## src/rtl/dma_arb_pkg.sv

```systemverilog
package dma_arb_pkg;

  // Strobes from control to datapath for the grant register.
  typedef struct packed {
    logic load;   // capture the current winner
    logic clear;  // drop the grant, nothing pending
  } arb_strobe_t;

endpackage

```

## src/rtl/dma_arb_datapath.sv

```systemverilog
module dma_arb_datapath
  import dma_arb_pkg::*;
#(
  parameter int NumStreams  = 8,
  parameter int NumChannels = 8,
  parameter int PrioWidth   = 2,
  localparam int SelWidth   = $clog2(NumChannels),
  localparam int IdxWidth   = $clog2(NumStreams)
) (
  input  logic                              clk,
  input  logic                              rstN,
  input  logic [NumStreams-1:0]             streamEn,
  input  logic [NumStreams*SelWidth-1:0]    chanSel,
  input  logic [NumStreams*PrioWidth-1:0]   streamPrio,
  input  logic [NumStreams*NumChannels-1:0] reqLines,
  input  arb_strobe_t                       strobes,
  output logic                              anyPending,
  output logic [NumStreams-1:0]             grant,
  output logic [IdxWidth-1:0]               grantIdx
);

  logic [NumStreams-1:0] pending;

  // Per-stream request multiplexer, gated by the enable.
  for (genvar s = 0; s < NumStreams; s++) begin : g_reqMux
    logic [NumChannels-1:0] reqRow;
    logic [SelWidth-1:0]    selField;
    assign reqRow     = reqLines[s*NumChannels +: NumChannels];
    assign selField   = chanSel[s*SelWidth +: SelWidth];
    assign pending[s] = streamEn[s] & reqRow[selField];
  end

  // Priority picker: strict greater-than keeps the lower index on a tie.
  logic                  found;
  logic [IdxWidth-1:0]   bestIdx;
  logic [PrioWidth-1:0]  bestPrio;
  logic [NumStreams-1:0] winOneHot;

  always_comb begin
    found    = 1'b0;
    bestIdx  = '0;
    bestPrio = '0;
    for (int s = 0; s < NumStreams; s++) begin
      if (pending[s] && (!found || (streamPrio[s*PrioWidth +: PrioWidth] > bestPrio))) begin
        found    = 1'b1;
        bestIdx  = IdxWidth'(s);
        bestPrio = streamPrio[s*PrioWidth +: PrioWidth];
      end
    end
    winOneHot = found ? (NumStreams'(1) << bestIdx) : '0;
  end

  assign anyPending = found;

  // Grant register.
  always_ff @(posedge clk or negedge rstN) begin
    if (!rstN) begin
      grant    <= '0;
      grantIdx <= '0;
    end else if (strobes.load) begin
      grant    <= winOneHot;
      grantIdx <= bestIdx;
    end else if (strobes.clear) begin
      grant    <= '0;
      grantIdx <= '0;
    end
  end

endmodule

```

## src/rtl/dma_arb_control.sv

```systemverilog
module dma_arb_control
  import dma_arb_pkg::*;
(
  input  logic        clk,
  input  logic        rstN,
  input  logic        anyPending,
  input  logic        itemDone,
  output arb_strobe_t strobes,
  output logic        busy
);

  logic arbSlot;

  // A slot opens when idle or when the current item completes.
  assign arbSlot       = !busy || itemDone;
  assign strobes.load  = arbSlot && anyPending;
  assign strobes.clear = arbSlot && !anyPending;

  always_ff @(posedge clk or negedge rstN) begin
    if (!rstN)              busy <= 1'b0;
    else if (strobes.load)  busy <= 1'b1;
    else if (strobes.clear) busy <= 1'b0;
  end

endmodule

```

## src/rtl/dma_req_arbiter.sv

```systemverilog
module dma_req_arbiter
  import dma_arb_pkg::*;
#(
  parameter int NumStreams  = 8,
  parameter int NumChannels = 8,
  parameter int PrioWidth   = 2,
  localparam int SelWidth   = $clog2(NumChannels),
  localparam int IdxWidth   = $clog2(NumStreams)
) (
  input  logic                              clk,
  input  logic                              rstN,
  input  logic [NumStreams-1:0]             streamEn,
  input  logic [NumStreams*SelWidth-1:0]    chanSel,
  input  logic [NumStreams*PrioWidth-1:0]   streamPrio,
  input  logic [NumStreams*NumChannels-1:0] reqLines,
  input  logic                              itemDone,
  output logic [NumStreams-1:0]             grant,
  output logic [IdxWidth-1:0]               grantIdx,
  output logic                              grantValid
);

  arb_strobe_t strobes;
  logic        anyPending;

  dma_arb_datapath #(
    .NumStreams (NumStreams),
    .NumChannels(NumChannels),
    .PrioWidth  (PrioWidth)
  ) u_datapath (
    .clk       (clk),
    .rstN      (rstN),
    .streamEn  (streamEn),
    .chanSel   (chanSel),
    .streamPrio(streamPrio),
    .reqLines  (reqLines),
    .strobes   (strobes),
    .anyPending(anyPending),
    .grant     (grant),
    .grantIdx  (grantIdx)
  );

  dma_arb_control u_control (
    .clk       (clk),
    .rstN      (rstN),
    .anyPending(anyPending),
    .itemDone  (itemDone),
    .strobes   (strobes),
    .busy      (grantValid)
  );

endmodule

```

## config.mk

```make
export PLATFORM = sky130hd
export DESIGN_NAME = dma_req_arbiter
export DESIGN_NICKNAME = d
export VERILOG_FILES = /design/src/rtl/dma_arb_pkg.sv /design/src/rtl/dma_arb_datapath.sv /design/src/rtl/dma_arb_control.sv /design/src/rtl/dma_req_arbiter.sv
export SDC_FILE = /design/constraint.sdc
export NUM_CORES = 1
export LEC_CHECK = 0
export BUFFER_PORTS_ARGS = -buffer_cell sky130_fd_sc_hd__clkbuf_2
export CAP_MARGIN = 20
export CORE_ASPECT_RATIO = 1.5
export CORE_UTILIZATION = 42
export CTS_CLUSTER_SIZE = 10
export DETAILED_ROUTE_END_ITERATION = 10
export PLACE_DENSITY_LB_ADDON = 0.3
export SYNTH_ARGS = -nofsm -noshare
export SYNTH_HDL_FRONTEND = slang
export SYNTH_SLANG_ARGS = --single-unit
```

## constraint.sdc

```tcl
create_clock -name clk -period 1.3 [get_ports clk]
set_input_delay 0.065 -clock clk [delete_from_list [all_inputs] [get_ports clk]]
set_output_delay 0.065 -clock clk [all_outputs]
set_load 0.01 [all_outputs]
```

=== Yosys cells after proc, flatten, opt, wreduce, memory -nomap -nowiden ===
Cells that the tools add are included.

* Register bits: 12
* Input bits: 115
* Output and inout bits: 12
* Word-level logic and storage cells: 99

* $lt $le $gt $ge: 15
* Shifts and indexed selects: 1
* Multiplexer cells: 45
* Bitwise gates (word level): 8
* Reductions and logical operators: 27

{| class="wikitable"
|+ Operator list
! cell !! count
|-
| $lt A3 B4 Y1 const B || 8
|-
| $bmux W1 S3 || 8
|-
| $mux W8 || 3
|-
| $mux W1 || 19
|-
| $mux W2 || 9
|-
| $mux W3 || 6
|-
| $gt A2 B2 Y1 || 7
|-
| $logic_and A1 B1 Y1 || 9
|-
| $logic_not A1 Y1 || 9
|-
| $and A1 B1 Y1 || 8
|-
| $logic_or A1 B1 Y1 || 8
|-
| $shl A1 B3 Y8 const A || 1
|-
| $reduce_bool A2 Y1 || 1
|}

=== Longest topological paths before layout ===
Gate-level depths: netlist of run 1.

* Word-level depth: 36
* Depth in mapped cells: 51
* Gate-level depth less buffers: 50

=== Modules after synthesis ===
From an unflattened synthesis of run 1, not the netlist that was laid out.

* Cells, all modules: 199
* Area, all modules: 1893.1 um^2

{| class="wikitable"
|+ Modules (own cells, without submodules)
! module !! instances !! cells an instance !! area each (um^2) !! seq. area each (um^2)
|-
| dma_arb_datapath || 1 || 194 || 1835.5 || 275.3
|-
| dma_arb_control || 1 || 5 || 57.6 || 25.0
|}

=== Least setup slack after synthesis of run 1 ===
No wires, ideal clock.

* Path kind: input to register
* From: input chanSel[1]
* To: register u_datapath.grant[0]
* Setup time: 0.096 ns
* Arrival: 8.894 ns
* Data required time: 1.204 ns
* Slack: -7.690 ns
* Stages: 50
* Cell sequence: mux4_2 > a2bb2oi_1 > and2_1 > nand2_1 > ha_1 > nor2b_1 > o21ai_0 > nand3_1 > nand4_1 > and2_1 > ha_1 > nor2b_1 > o21ai_0 > a21oi_1 > a221oi_1 > nor2_1 > ha_1 > nand2_1 > [... 14 more ...] > o21ai_0 > a21oi_1 > and2_1 > a21oi_1 > ha_1 > a21oi_1 > a21oi_1 > a41oi_1 > nor2_1 > mux2_2 > a21oi_1 > ha_1 > nor2b_1 > o21ai_0 > a21oi_1 > nor2_1 > o221ai_1 > o31ai_1

* Longest elaborated chain between the ends: 35
* Elaborated cells between the ends (all ways): 60
* Those cells by class: 7 x order compare; 1 x shift; 26 x mux; 1 x bitwise; 25 x reduce/logical

{| class="wikitable"
|+ Ends and longest elaborated chain
! element !! line !! RTL
|-
| start: declaration || dma_req_arbiter.sv:13 || <nowiki>input logic [NumStreams*SelWidth-1:0] chanSel,</nowiki>
|-
| $bmux W1 S3 (*) || dma_arb_datapath.sv:30 || <nowiki>assign pending[s] = streamEn[s] & reqRow[selField];</nowiki>
|-
| $mux W1 (not written as such) (*) || dma_arb_datapath.sv:30 ||
|-
| $and A1 B1 Y1 (*) || dma_arb_datapath.sv:30 ||
|-
| $mux W2 / $mux W1 (equally long branches) || dma_arb_datapath.sv:44 || <nowiki>if (pending[s] && (!found || (streamPrio[s*PrioWidth +: PrioWidth] > bestPrio))) begin</nowiki>
|-
| $gt A2 B2 Y1 / $logic_not A1 Y1 (equally long branches) || dma_arb_datapath.sv:44 ||
|-
| $logic_or A1 B1 Y1 || dma_arb_datapath.sv:44 ||
|-
| $logic_and A1 B1 Y1 || dma_arb_datapath.sv:44 ||
|-
| $mux W2 / $mux W1 (equally long branches) || dma_arb_datapath.sv:44 ||
|-
| [... 19 more ...] || - ||
|-
| $mux W2 / $mux W1 (equally long branches) || dma_arb_datapath.sv:44 ||
|-
| $gt A2 B2 Y1 / $logic_not A1 Y1 (equally long branches) || dma_arb_datapath.sv:44 ||
|-
| $logic_or A1 B1 Y1 || dma_arb_datapath.sv:44 ||
|-
| $logic_and A1 B1 Y1 || dma_arb_datapath.sv:44 ||
|-
| $mux W3 / $mux W1 (equally long branches) || dma_arb_datapath.sv:44 ||
|-
| $shl A1 B3 Y8 / $logic_not A1 Y1 (equally long branches) || dma_arb_datapath.sv:50, dma_arb_control.sv:17 ||
|-
| $mux W8 / $logic_and A1 B1 Y1 (equally long branches) || dma_arb_datapath.sv:50, dma_arb_control.sv:17 ||
|-
| $mux W8 / $reduce_bool A2 Y1 (equally long branches) || - ||
|-
| end signal: assignment || dma_arb_datapath.sv:61 || <nowiki>grant <= winOneHot;</nowiki>
|-
| end: declaration || dma_arb_datapath.sv:18 || <nowiki>output logic [NumStreams-1:0] grant,</nowiki>
|}

Mark *: on every way between the ends. The rest lies on a longest branch, timed or not. The select of a mux whose other input is x is not followed.
A chain may end at the register's enable or synchronous reset.

=== Final worst setup path of run 1 ===
* From: input chanSel[1]
* To: register u_datapath.grant[1]

The elaborated chain is that of the path after synthesis.

==> results of run 1 <==
flip-flops by register name, summed over array words and instances, names as in the netlist:
name                 flops
u_datapath.grantIdx      3
u_control.busy           1
u_datapath.grant         8
layout by cell type (no fill, tap or decap), types with 3 or more instances in the layout:
cell type and count:
a21o_1 4, a21oi_2 7, a21oi_4 3, a22o_1 5
and2_4 3, buf_4 85, buf_6 11, clkbuf_2 121
clkbuf_8 5, dfrtp_1 12, ha_1 7, ha_4 5
inv_1 10, mux2_2 8, mux2_4 3, mux2i_1 3
mux4_2 14, nand2_1 23, nand2_2 3, nor2_1 8
nor2_4 4, nor2b_1 4, nor2b_4 5, o211ai_1 3
o21a_1 3, o21ai_2 3, o31ai_2 4
power groups by stage:
stage,clock network [uW],logic [uW],registers [uW]
6_report,427,2980,568
5_1_grt,439,3170,573
4_1_cts,416,2270,558
3_5_place_dp,0,2010,565
3_3_place_gp,0,1930,551
2_1_floorplan,0,1060,603
cell type report:
type / count / area, sq um / share of cell area (%)
Multi-Input combinational cell: 167 / 1790 / 49.0
Sequential cell: 12 / 300 / 8.23
Tap cell: 45 / 56.3 / 1.54
Inverter: 11 / 41.3 / 1.13
Timing Repair Buffer: 220 / 1410 / 38.6
Clock buffer: 4 / 55.1 / 1.51
layer usage:
metal  GRT usage (%)  part of all wire [%]  vias to the layer above
met2            70.4                    51                      223
met1            35.8                    30                     1369
li1                -                     -                     1200
met3            15.7                   9.0                       99
met5            4.17                     0                        -
met4            27.4                   9.6                        0
through the flow:
| step | util [%] | instance area [sq um] | setup TNS, ns | hold slack [ns] |
|---|---|---|---|---|
| final | 92.1 | 3650 | -83.91 | 0.233 |
| after global routing | 92.1 | 3650 | -87.56 | 0.290 |
| after CTS | 85.3 | 3380 | -75.31 | 0.234 |
| after detailed placement | 75.5 | 2990 | -82.62 | -0.0387 |
| after global placement | 75.5 | 2990 | -78.12 | -0.0486 |
| after floorplan | - | 1850 | -74.60 | -0.231 |
what timing repair did:
action / CTS / global route
pin swaps: 32 / 43
hold buffers: 1 / 0
buffers inserted: 18 / 15
setup endpoints to repair: 12 / 12
gates resized for setup: 38 / 39
hold endpoints to repair: 12 / 0
worst min-delay path by stage:
stage	cells past startpoint	slack [ns]	end
floorplan	0	-0.23	u_control.busy$_DFFE_PN0P_
global placement	1	-0.05	u_datapath.grantIdx[1]$_DFFE_PN0P_
detailed placement	1	-0.04	u_control.busy$_DFFE_PN0P_
CTS	2	0.23	u_datapath.grant[6]$_DFFE_PN0P_
global route	2	0.29	u_datapath.grant[7]$_DFFE_PN0P_
finish	2	0.23	u_datapath.grant[7]$_DFFE_PN0P_
cells by family after synthesis:
family          Yosys count
flops                    12
fa+ha+maj                14
buf+inv                  14
simple gates             68
compound gates           57
mux                      28
==> flow_metrics.tcl, run 1 <==
set metrics [dict create \
    ant_nets 0 \
    max_slew_margin_pct 62.3 \
    synth_top_family_by_area "multiplexers" \
    synth_seq_cells 12 \
    p_sw_uw 1680 \
    ys.flop_type "dfrtp_1" \
    fin_worst_skew_ns 0.00390 \
    start_kind "primary input" \
    synth_top_area_share_pct 18.0 \
    end_kind "register" \
    grt_pass1_vias 2820 \
    hp-class "in -> async" \
    synth.most_common_cell "nand2_1" \
    power_density_nw_per_um2 1090 \
    finalSetupViolCount 12 \
    clk_pin_slew_ns 0.06 \
    fmax_mhz 112 \
    num_rows 28 \
    ys_types 45 \
    leakage_uw 0.00188 \
    ioPinCount 127 \
    cts_buffer_depth 2 \
    drt_iter0_drc 111 \
    cp_slowest_cell "mux4_2" \
    syn_inst 193 \
    crit_type "in -> reg" \
    r2r_start "u_control.busy$_DFFE_PN0P_" \
    cp.depth 48 \
    violations "negative setup slack" \
    synth_edf_count 0 \
    synth_xor_area_share_pct 0 \
    r2r_setup_slack_ns -0.10 \
    track_usage_pct 40.4 \
    cp.required_ns 1.44 \
    setup_slack_ns -7.61 \
    nets 544 \
    grt_overflow_total 0 \
    synthTopCellsByCount "27 x nand2_1, 14 x ha_1, 14 x mux4_2, 13 x nor2_1, 12 x dfrtp_1" \
    grt_max_degree 13 \
    syn_nets 322 \
    hold_viol 0 \
    muxShareOfSynthArea_pct 26.8 \
    dp_slack_ns -7.48 \
    status "complete, but fails checks" \
    vias 2891 \
    routed_wl_microns 10300 \
    dieWidth_microns 54.8 \
    synth_top_area_cell "mux4_2" \
    n_fill_cell 159 \
    wl_per_cell_microns 22.4 \
    maxCapViolCount 0 \
    avgSynthCellArea_sq_um 9.08 \
    share_clk_of_total_power_pct 10.7 \
    rr_worst_depth 4 \
    vias_per_cell 6.30 \
    period_needed_ns 8.91 \
    tightest_slew_ns 0.565 \
    power_frac_comb_pct 75.0 \
    finalCritPeriodShare_pct 686 \
    gp_congestion 0.859 \
    synth.cell_area_sq_um 1750 \
    rr_endpoint "u_datapath.grant[2]$_DFFE_PN0P_" \
    power_uw 3980 \
    clock_latency_ns 0.25 \
    p_int_uw 2290 \
    htreeDepth 1 \
    crit_start "chanSel[1]" \
    synth-simple-area-share_pct 18.3 \
    port_buffers 126 \
    slew_viol_final 0 \
    first_pass_iters 7 \
    dieArea_sq_um 4440 \
    route.detailed.drc 0 \
    critical_path.top_delay_family "compound AO/OA/AOI/OAI gates" \
    cts_sinks 12 \
    synth_adder_area_share_pct 9.99 \
    grt_first_pass_wirelength_microns 12900 \
    endpoint "u_datapath.grant[1]$_DFFE_PN0P_" \
    stdcell_count 459 \
    numPlacedInstances 423 \
    pwr-share-seq_pct 14.3 \
    synth.area.top_cells "mux4_2 18%, dfrtp_1 17%, ha_1 10%" \
    core-area_sq_um 3960 \
    synth_compound_area_share_pct 24.8 \
    critPathArrivalTime_ns 9.05 \
    vdd_ir_drop_max_mv 1.48 \
    crit_buf_inv 1 \
    initial_core_util_pct 44.3 \
    synthArstFlopShare_pct 100 \
    antenna_found_initial 0 \
    cts_made_buffers 3 \
    sw_frac_of_total_pct 42.3 \
    area_growth_pct 108 \
    cts_tree "built" \
    cp_max_fo 6 \
    slowest_delay_ns 0.60 \
    root_buffer "clkbuf_8" \
    dp_hpwl_microns 5040 \
    ys.warnings.count 0 \
    synth_seq_area_share_pct 17.1 \
    antenna_cells 0 \
    drive_above_1_share_pct 74.4 \
    path_common_cell "a21oi_2" \
    chipHeight_microns 81.1 \
    rsz0062_at_grt "yes" \
]
Power figures use the tool's default switching activity.
==> inputs of run 2 (changes only) <==
- CELL_PAD_IN_SITES_DETAIL_PLACEMENT: default -> 0
- CELL_PAD_IN_SITES_GLOBAL_PLACEMENT: default -> 1
- CORE_UTILIZATION: 42 -> 28
- SKIP_CTS_REPAIR_TIMING: default -> 1
==> run 2 against run 1 <==
Net effect:
- the run still ends with negative setup slack left
- final area down 5.4%
- first-iteration DRC count down 23%
- non-clock buffer count down 17
- clock power down 25%
- cell count up 2.0%
- largest cell class unchanged
- setup slack better by 0.83 ns
- critical endpoint is now u_datapath.grantIdx[0]$_DFFE_PN0P_
==> flow_metrics.tcl, run 2 (synthesis results as in run 1) <==
set metrics [dict create \
    status "complete, but fails checks" \
    violations "negative setup slack" \
    cp.required_ns 1.42 \
    top_register "u_datapath.grant" \
    maxUsedRoutingLayer "met4" \
    dr_wl_met2_microns 3180 \
    reg_top3 "u_datapath.grant x8, u_datapath.grantIdx x3, u_control.busy x1" \
    max_slew_margin_pct 72.9 \
    cts_buffer_depth 2 \
    grt_overflow_total 0 \
    grt_pass1_vias 2307 \
    grt_first_pass_wirelength_microns 8920 \
    fin_worst_skew_ns 0.00148 \
    rsz0062_at_grt "yes" \
    htreeDepth 1 \
    cts_tree "built" \
    period_needed_ns 8.08 \
    ioPinCount 127 \
    port_buffers 126 \
    track_usage_pct 16.7 \
    vias 2305 \
    cts_sinks 12 \
    initial_core_util_pct 29.6 \
    maxCapViolCount 0 \
    antenna_found_initial 0 \
    vdd_ir_drop_max_mv 0.401 \
    area_growth_pct 96.8 \
    layout_common_cells "124 x clkbuf_2, 75 x buf_4, 23 x nand2_1" \
    root_buffer "clkbuf_8" \
    start_kind "primary input" \
    power_density_nw_per_um2 965 \
    first_pass_iters 4 \
    cts_made_buffers 3 \
    chipHeight_microns 98.9 \
    r2r_start "u_control.busy$_DFFE_PN0P_" \
    antenna_cells 0 \
    finalSetupViolCount 12 \
    dr_wl_met3_microns 265 \
    fin_util_pct 58.3 \
    slew_viol_final 0 \
    crit_type "in -> reg" \
    r2r_setup_slack_ns 0.17 \
    setup_slack_ns -6.78 \
    tightest_slew_ns 0.407 \
    cp_slowest_cell "mux4_2" \
    slowest_delay_ns 0.52 \
    end_kind "register" \
    finalCritPeriodShare_pct 622 \
    fmax_mhz 124 \
    hp-class "in -> async" \
    path_common_cell "nor2b_4" \
    critPathArrivalTime_ns 8.20 \
    ant_nets 0 \
    dieArea_sq_um 6590 \
    routed_wl_microns 5550 \
    cp_max_fo 6 \
    wl_per_cell_microns 11.9 \
    final_common_cell "clkbuf_2" \
    clk_pin_slew_ns 0.05 \
    core-area_sq_um 5910 \
    leakage_uw 0.00179 \
    drive_above_1_share_pct 71.5 \
    routedLengthMet1_microns 1950 \
    largest_register_ff_count 8 \
    nets 527 \
    hold_viol 0 \
    rr_endpoint "u_datapath.grant[6]$_DFFE_PN0P_" \
    final.setup.tns_ns -74.37 \
    vias_per_cell 4.93 \
    clock_latency_ns 0.23 \
    num_rows 34 \
    gp_congestion 0.857 \
    grt_max_degree 13 \
    drt_iter0_drc 85 \
    dieWidth_microns 66.6 \
    rr_worst_depth 3 \
    route.detailed.drc 0 \
    dp_hpwl_microns 4850 \
]
run 2: layout make-up:
class / instances / area, sq um
Sequential cell: 12 / 300
Multi-Input combinational cell: 167 / 1750
Clock buffer: 3 / 41.3
Fill cell: 548 / 2460
Timing Repair Buffer: 203 / 1230
Tap cell: 72 / 90.1
Inverter: 11 / 41.3
run 2: worst max-delay path, delay by kind of cell:
kind	cells	cell delay, ns
AOI/OAI and AO/OA	22	3.15
muxes	3	1.11
buffers and inverters	1	0.07
and+or+nand+nor	14	1.89
adders and majority gates	7	1.89
run 2: per-stage QoR:
| stage | instance area [sq um] | hold WS, ns | total power [uW] | setup slack [ns] | instances |
|---|---|---|---|---|---|
| floorplan | 1850 | -0.231 | 1660 | -6.82 | 193 |
| global placement | 3070 | -0.0386 | 2550 | -7.07 | 456 |
| detailed placement | 3070 | -0.0427 | 2570 | -7.41 | 456 |
| CTS | 3110 | -0.290 | 2900 | -7.16 | 459 |
| global route | 3450 | 0.271 | 3620 | -7.26 | 468 |
| finish | 3450 | 0.247 | 3330 | -6.78 | 468 |
run 2: power by group:
part           switching [uW]  internal, uW
sequential               60.9           487
clock                     117           202
combinational            1090          1370
total                    1270          2060
run 2: worst max-delay path by stage:
stage                     startpoint                                 end  cells after the start
after floorplan           chanSel[1]  u_datapath.grantIdx[0]$_DFFE_PN0P_                     48
final                     chanSel[1]  u_datapath.grantIdx[0]$_DFFE_PN0P_                     47
after global routing      chanSel[1]     u_datapath.grant[5]$_DFFE_PN0P_                     48
after CTS                 chanSel[1]  u_datapath.grantIdx[0]$_DFFE_PN0P_                     48
after global placement    chanSel[1]  u_datapath.grantIdx[0]$_DFFE_PN0P_                     48
after detailed placement  chanSel[1]  u_datapath.grantIdx[0]$_DFFE_PN0P_                     48
run 2: metal layers:
layer | GRT usage, % | vias to the layer above
met1 | 18.2 | 1048
met5 | 0 | -
met2 | 31.8 | 79
li1 | - | 1163
met4 | 6.87 | 0
met3 | 1.04 | 15
